`src/rtl/dual_alarm_pkg.sv`:
```
package dual_alarm_pkg;
  localparam int NUM_FIELDS = 7;
  localparam int TIME_W     = 36;

  typedef enum logic [2:0] {
    PIN_OFF  = 3'd0,
    PIN_IRQ  = 3'd1,
    PIN_1HZ  = 3'd2,
    PIN_4KHZ = 3'd3,
    PIN_32K  = 3'd4
  } pin_mode_e;

  // field order: sec, min, hour, dow, date, month, year
  function automatic int field_width(input int f);
    case (f)
      0: return 6;
      1: return 6;
      2: return 5;
      3: return 3;
      4: return 5;
      5: return 4;
      default: return 7;
    endcase
  endfunction

  function automatic int field_lo(input int f);
    int acc;
    acc = 0;
    for (int k = 0; k < f; k++) acc += field_width(k);
    return acc;
  endfunction
endpackage

```
`src/rtl/alarm_slot.sv`:
```
module alarm_slot
  import dual_alarm_pkg::*;
(
  input  logic                  clk,
  input  logic                  rst,
  input  logic                  sec_tick,
  input  logic [TIME_W-1:0]     cur_time,
  input  logic                  wr_en,
  input  logic [TIME_W-1:0]     wr_time,
  input  logic [NUM_FIELDS-1:0] wr_mask,
  input  logic                  wr_arm,
  input  logic                  wr_repeat,
  input  logic                  clr,
  output logic                  flag
);
  logic [TIME_W-1:0]     slot_time;
  logic [NUM_FIELDS-1:0] slot_mask;
  logic                  armed;
  logic                  repeat_mode;
  logic [NUM_FIELDS-1:0] field_ok;
  logic                  fire;

  for (genvar f = 0; f < NUM_FIELDS; f++) begin : g_field
    localparam int LO = field_lo(f);
    localparam int W  = field_width(f);
    assign field_ok[f] = !slot_mask[f] ||
                         (cur_time[LO +: W] == slot_time[LO +: W]);
  end

  assign fire = sec_tick && armed && (&field_ok);

  always_ff @(posedge clk) begin
    if (rst) begin
      slot_time   <= '0;
      slot_mask   <= '0;
      armed       <= 1'b0;
      repeat_mode <= 1'b0;
    end else if (wr_en) begin
      slot_time   <= wr_time;
      slot_mask   <= wr_mask;
      armed       <= wr_arm;
      repeat_mode <= wr_repeat;
    end else if (fire && !repeat_mode) begin
      armed <= 1'b0;
    end
  end

  always_ff @(posedge clk) begin
    if (rst)       flag <= 1'b0;
    else if (fire) flag <= 1'b1;
    else if (clr)  flag <= 1'b0;
  end
endmodule

```
`src/rtl/ref_divider.sv`:
```
module ref_divider #(
  parameter int DIV_W   = 15,
  parameter int MID_BIT = 2
) (
  input  logic clk,
  input  logic rst,
  input  logic xtal_in,
  output logic ref_q,
  output logic wave_mid,
  output logic wave_slow
);
  logic [DIV_W-1:0] cnt;

  always_ff @(posedge clk) begin
    if (rst) begin
      ref_q <= 1'b0;
      cnt   <= '0;
    end else begin
      ref_q <= xtal_in;
      if (xtal_in && !ref_q) cnt <= cnt + 1'b1;
    end
  end

  assign wave_mid  = cnt[MID_BIT];
  assign wave_slow = cnt[DIV_W-1];
endmodule

```
`src/rtl/dual_alarm_irq.sv`:
```
module dual_alarm_irq
  import dual_alarm_pkg::*;
#(
  parameter int NUM_ALARMS = 2,
  parameter int DIV_W      = 15,
  parameter int MID_BIT    = 2
) (
  input  logic                  clk,
  input  logic                  rst,
  input  logic                  sec_tick,
  input  logic [TIME_W-1:0]     cur_time,
  input  logic                  cfg_we,
  input  logic [(NUM_ALARMS > 1 ? $clog2(NUM_ALARMS) : 1)-1:0] cfg_sel,
  input  logic [TIME_W-1:0]     cfg_time,
  input  logic [NUM_FIELDS-1:0] cfg_mask,
  input  logic                  cfg_arm,
  input  logic                  cfg_repeat,
  input  logic [NUM_ALARMS-1:0] flag_clr,
  input  logic [2:0]            out_mode,
  input  logic                  xtal_in,
  output logic [NUM_ALARMS-1:0] alarm_flag,
  output logic                  irq_fout_n
);
  localparam int SEL_W = (NUM_ALARMS > 1) ? $clog2(NUM_ALARMS) : 1;

  logic ref_q, wave_mid, wave_slow;
  logic pin_next;

  for (genvar i = 0; i < NUM_ALARMS; i++) begin : g_slot
    alarm_slot u_slot (
      .clk       (clk),
      .rst       (rst),
      .sec_tick  (sec_tick),
      .cur_time  (cur_time),
      .wr_en     (cfg_we && (cfg_sel == SEL_W'(i))),
      .wr_time   (cfg_time),
      .wr_mask   (cfg_mask),
      .wr_arm    (cfg_arm),
      .wr_repeat (cfg_repeat),
      .clr       (flag_clr[i]),
      .flag      (alarm_flag[i])
    );
  end

  ref_divider #(.DIV_W(DIV_W), .MID_BIT(MID_BIT)) u_div (
    .clk       (clk),
    .rst       (rst),
    .xtal_in   (xtal_in),
    .ref_q     (ref_q),
    .wave_mid  (wave_mid),
    .wave_slow (wave_slow)
  );

  always_comb begin
    case (pin_mode_e'(out_mode))
      PIN_IRQ:  pin_next = ~(|alarm_flag);
      PIN_1HZ:  pin_next = wave_slow;
      PIN_4KHZ: pin_next = wave_mid;
      PIN_32K:  pin_next = xtal_in;
      default:  pin_next = 1'b1;
    endcase
  end

  always_ff @(posedge clk) begin
    if (rst) irq_fout_n <= 1'b1;
    else     irq_fout_n <= pin_next;
  end

  // ref_q is the divider's edge-detect stage; the pin samples xtal directly
  logic unused_ok;
  assign unused_ok = ref_q;
endmodule

```
`config.mk`:
```
export PLATFORM = sky130hd
export DESIGN_NAME = dual_alarm_irq
export DESIGN_NICKNAME = d
export VERILOG_FILES = /design/src/rtl/dual_alarm_pkg.sv /design/src/rtl/alarm_slot.sv /design/src/rtl/ref_divider.sv /design/src/rtl/dual_alarm_irq.sv
export SDC_FILE = /design/constraint.sdc
export NUM_CORES = 1
export LEC_CHECK = 0
export BUFFER_PORTS_ARGS = -buffer_cell sky130_fd_sc_hd__buf_2
export CORE_MARGIN = 5
export CORE_UTILIZATION = 40
export DETAILED_ROUTE_END_ITERATION = 12
export PLACE_DENSITY = 0.59
export SETUP_SLACK_MARGIN = 0.4
export SLEW_MARGIN = 25
export SYNTH_ARGS = -nofsm -noshare
export SYNTH_HDL_FRONTEND = slang
export SYNTH_SLANG_ARGS = --single-unit
```
`constraint.sdc`:
```
create_clock -name clk -period 2.2 [get_ports clk]
set_clock_uncertainty 0.05 [all_clocks]
set_input_delay 0.44 -clock clk [delete_from_list [all_inputs] [get_ports clk]]
set_output_delay 0.44 -clock clk [all_outputs]
set_load 0.01 [all_outputs]
```
# Word level (Yosys, flattened, before mapping)
# Index checks and enable logic that the tools add are counted.
# word_totals
register_bits	109
input_bits	92
out_inout_bits	3
wordCells	90
# classes
addsub	1
n_eq_ne	18
n_mux	9
n_bitwise	2
reduce_logical	47
# op_table
cell	n
equality test 6 bit	4
equality test 5 bit	4
logical NOT 1 bit	17
adder 15 x 1 -> 15 bit (second input constant)	1
equality test 7 bit	2
logical OR 1 bit	14
AND reduction 7 bit	2
logical AND 1 bit	9
equality test 4 bit	2
two-way mux 1 bit	8
nonzero test 2 bit	4
equality test 3 x 2 -> 1 bit (second input constant)	2
equality test 3 bit	2
case mux 1 bit (4 select lines)	1
equality test 3 x 1 -> 1 bit (second input constant)	1
equality test 3 bit (second input constant)	1
inverter 1 bit	2
OR reduction 2 bit	1

# Logic depth before layout (Yosys ltp)
# logic_depth
ltp_word	7
mapped_depth	6
ltp_nobuf	6

# Hierarchy
# From an unflattened synthesis, not the netlist that was laid out.
# unflattened
cells_unflattened	502
area_unflattened_um2	4924.7
# modules_own_cells
module	instances	cells_per_inst	area_per_inst_um2	seq_area_each_um2
alarm_slot	2	203	2040.7	920.9
ref_divider	1	83	745.7	320.3
dual_alarm_irq	1	13	97.6	20.0

# Worst setup path after synthesis
# OpenSTA, ideal clock, no wires.
# synth_path
path_type	input -> register
startpoint	input port cur_time[4]
endpoint	register g_slot[0].u_slot.armed
setup_time_ns	0.116
arrival_ns	1.521
required_time_ns	2.034
path_slack_ns	0.513
path_stages	6
n_path_buf	0
path_cell_list	xor2_1 -> nor4_1 -> nand3_1 -> a222oi_1 -> nand4_1 -> a41o_1
# synth_via
elab_chain_cells	6
# synth_rtl
item	line	source
from (decl)	dual_alarm_irq.sv:11	input logic [TIME_W-1:0] cur_time,
equality test 6 bit	alarm_slot.sv:27	(cur_time[LO +: W] == slot_time[LO +: W]);
logical OR 1 bit	alarm_slot.sv:26	assign field_ok[f] = !slot_mask[f] ||
AND reduction 7 bit	alarm_slot.sv:30	assign fire = sec_tick && armed && (&field_ok);
logical AND 1 bit	alarm_slot.sv:30	
logical AND 1 bit	alarm_slot.sv:43	end else if (fire && !repeat_mode) begin
nonzero test 2 bit (no source line)	-	
to (signal assigned)	alarm_slot.sv:41	armed <= wr_arm;
to (decl)	alarm_slot.sv:18	logic armed;
# Every way passes these cells.
# A chain may end at the register's enable or synchronous reset.

# Worst setup path in the final report
# layout_path
startpoint	register g_slot[1].u_slot.slot_time[6]
endpoint	register g_slot[1].u_slot.armed
# layout_via
elab_chain_cells	6
# layout_rtl
item	line	source
from (decl)	alarm_slot.sv:16	logic [TIME_W-1:0] slot_time;
from (signal assigned)	alarm_slot.sv:39	slot_time <= wr_time;
equality test 6 bit	alarm_slot.sv:27	
logical OR 1 bit	alarm_slot.sv:26	
AND reduction 7 bit	alarm_slot.sv:30	
logical AND 1 bit	alarm_slot.sv:30	
logical AND 1 bit	alarm_slot.sv:43	
nonzero test 2 bit (no source line)	-	
to (signal assigned)	alarm_slot.sv:41	
to (decl)	alarm_slot.sv:18	
# Every way passes these cells.

==> out/qor.txt <==
Status: completed
Syn_nets: 682
First-pass GRT wire length: 20330 um
Leakage: 2.244 nW
Final setup margin: 0.4152 ns
# DRC: 0
Clock share of power: 0.379
Worst hold path type: primary input to flop
Most numerous cell in the Yosys netlist: nand2_1
Global placement routability congestion: 0.8252
CP Data Required Time: 2.38 ns
Crit-path slowest cell: dfxtp_2
Final worst-path cycle share: 0.8113
EDFF count, synth: 0
Final Hold Vio Count: 0
CTS Sinks: 109
# rows: 39
CP arrival: 1.97 ns
Initial antenna violation count: 1
DR WL/cell: 14.46 um
Fin util: 0.4944
Worst-path fanout max: 2
Synth Cell Area: 0.004716 sq mm
Critical path class: flop to flop
Share of power burned in combinational logic: 0.115
Initial core utilization: 0.4112
Layout cell share with drive strength beyond 1: 0.1884
Vias per std cell: 4.966
Int Pwr: 3.189 mW
Share of the synthesized area in the top cell type: 0.4627
Worst slew pin tran: 0.5613 ns
Ports: 95
CP Buf/Inv Count: 0
Slew margin rel.: 0.6258
Setup violators final: 0
Clk slew on worst S/H paths: 0.07 ns
Ys async rst share: 0
Sw Share: 0.2350
R2R Path Start: g_slot[1].u_slot.slot_time[6]
Max-slew violations: 0
Sequential fraction of design power: 0.506
Post-CTS Hold Buffers: 0
Distinct cells, synth: 31
CTS Buf Count: 9
Register area share after synthesis: 0.4627
Drt initial violations: 164
Vias post-DR: 4057
Gr usage total: 0.1747
Die width: 118.6 um
Max VDD drop: 0.4351 mV
Synthesized area per cell: 8.006 sq um
Largest net degree at the start of global routing: 54
Post-synthesis register bit count: 109
CTS tree: done
Setup crit start: g_slot[1].u_slot.slot_time[6]
Die H: 118.6 um
CP peak stage delay: 0.32 ns
Dpl hpwl: 8627 um
Startpoint types: flop
Syn Inst Count: 589
Drt pass-1 iters: 5
Dominant cell type by area after synthesis: dfxtp_1
H-tree depth: 3
Setup TNS: 0 ns
Fmax: 560.3 MHz
Critical path cell sequence: xor2_1 -> nor4_2 -> nand3_1 -> a222oi_1 -> nand4_1 -> a41o_1
Worst-Skew Late Latency: 0.34 ns
Power per cell area: 735.3 mW/mm^2
Bufs on Longest Clock Path: 2
Primary FF master, synth: dfxtp_1
Placed cell area: 0.005341 sq mm
Post-synth top cells: 187 x nand2_1, 109 x dfxtp_1, 95 x a21oi_1
Final Cell Area: 0.005669 sq mm
CP Capture Type: flop
Sw power: 979.8 uW
Final nets: 762
Core area: 0.01147 sq mm
Hold Slack: 0.2960 ns
Final WL: 11810 um
RSZ-0062 raised after global routing: true
YS warnings: 0
Area grow syn2layout: 20.22%
Top cells by area, synth: dfxtp_1 46%, nand2_1 15%, a21oi_1 10%
CP top delay family: simple AND/OR/NAND/NOR gates
Post-Place Worst Slack: 0.1207 ns
Max_cap viols: 0
GRT overflow: 0
Root Driver: clkbuf_16
Vias in the first global route: 4270
DIE AREA: 0.01406 sq mm
Antenna-violating nets left: 0
IO buf count: 94
Post-layout minimum cycle time: 1.785 ns
Worst hold start: cfg_time[18]
Antenna Cells: 0
cell usage in the layout, fill, tap and decap left out, types with 3 or more instances in the layout:
cell type  Yosys  final
nand2_1      187    187
dfxtp_1      109    107
a21oi_1       95     94
buf_2          0     93
xor2_1        44     44
xnor2_1       41     41
nand3_1       16     16
nor2_1        15     14
nand4_1        9      9
clkbuf_16      0      9
buf_4          2      7
nor3_1         6      6
clkbuf_1      28      5
nor4_2         0      3
buf_12         0      3
metrics by stage:
stage,total power [mW],cells
2_1_floorplan,2.421,589
6_report,4.168,817
3_3_place_gp,2.620,800
4_1_cts,4.225,816
5_1_grt,4.358,817
3_5_place_dp,2.633,800
final timing paths:
| check | endpoint | slack (ns) | cells after the start |
|---|---|---|---|
| worst min-delay path | g_slot[0].u_slot.slot_time[18] | 0.30 | 3 |
| worst min register to register | g_slot[0].u_slot.slot_mask[6] | 0.41 | 2 |
| worst max register to register | g_slot[1].u_slot.armed | 0.42 | 6 |
| worst max-delay path | g_slot[1].u_slot.armed | 0.42 | 6 |
power by group through the flow:
stage	clock network, mW	registers, mW	logic, mW
2_1_floorplan	0	2.14	0.278
3_3_place_gp	0	2.15	0.468
3_5_place_dp	0	2.15	0.478
4_1_cts	1.63	2.11	0.484
5_1_grt	1.70	2.12	0.541
6_report	1.58	2.11	0.479
sequential cells by signal, indices dropped and copies added, names as in the netlist:
name,cells
irq_fout_n,1
g_slot.u_slot.armed,2
g_slot.u_slot.repeat_mode,2
g_slot.u_slot.flag,2
g_slot.u_slot.slot_mask,14
g_slot.u_slot.slot_time,72
u_div.ref_q,1
u_div.cnt,15
kinds of logic after synthesis:
kind of cell,synth area share
AO/OA/AOI/OAI,0.1210
XOR/XNOR,0.1579
adder cells (fa/ha/maj),0.002653
buffers and inverters,0.03025
flip-flops,0.4627
multiplexers,0.002123
AND/OR/NAND/NOR,0.2234
layout make-up:
| class | count | area (sq um) |
|---|---|---|
| Multi-Input combinational cell | 444 | 2432 |
| Fill cell | 1129 | 5798 |
| Inverter | 2 | 7.507 |
| Tap cell | 143 | 178.9 |
| Timing Repair Buffer | 103 | 578.1 |
| Clock inverter | 1 | 30.03 |
| Clock buffer | 15 | 257.7 |
| Sequential cell | 109 | 2185 |
tightest hold or removal path, delay by kind of cell:
kind / cells / cell delay (ns)
buffers and inverters: 1 / 0.10
AND/OR/NAND/NOR: 1 / 0.05
AO/OA/AOI/OAI: 1 / 0.05
what timing repair did:
item,4_1_cts,5_1_grt
setup endpoints to repair,2,5
setup buffers,0,1
pin swaps,0,9
gates resized for setup,2,6
routing by layer:
layer,vias to the layer above,global-route usage,part of all wire
met2,88,0.3063,0.49
met1,1867,0.2095,0.45
met4,2,0.05032,0.011
li1,2086,-,-
met5,-,0,0.00059
met3,14,0.04680,0.052
Power figures use the tool's default switching activity.
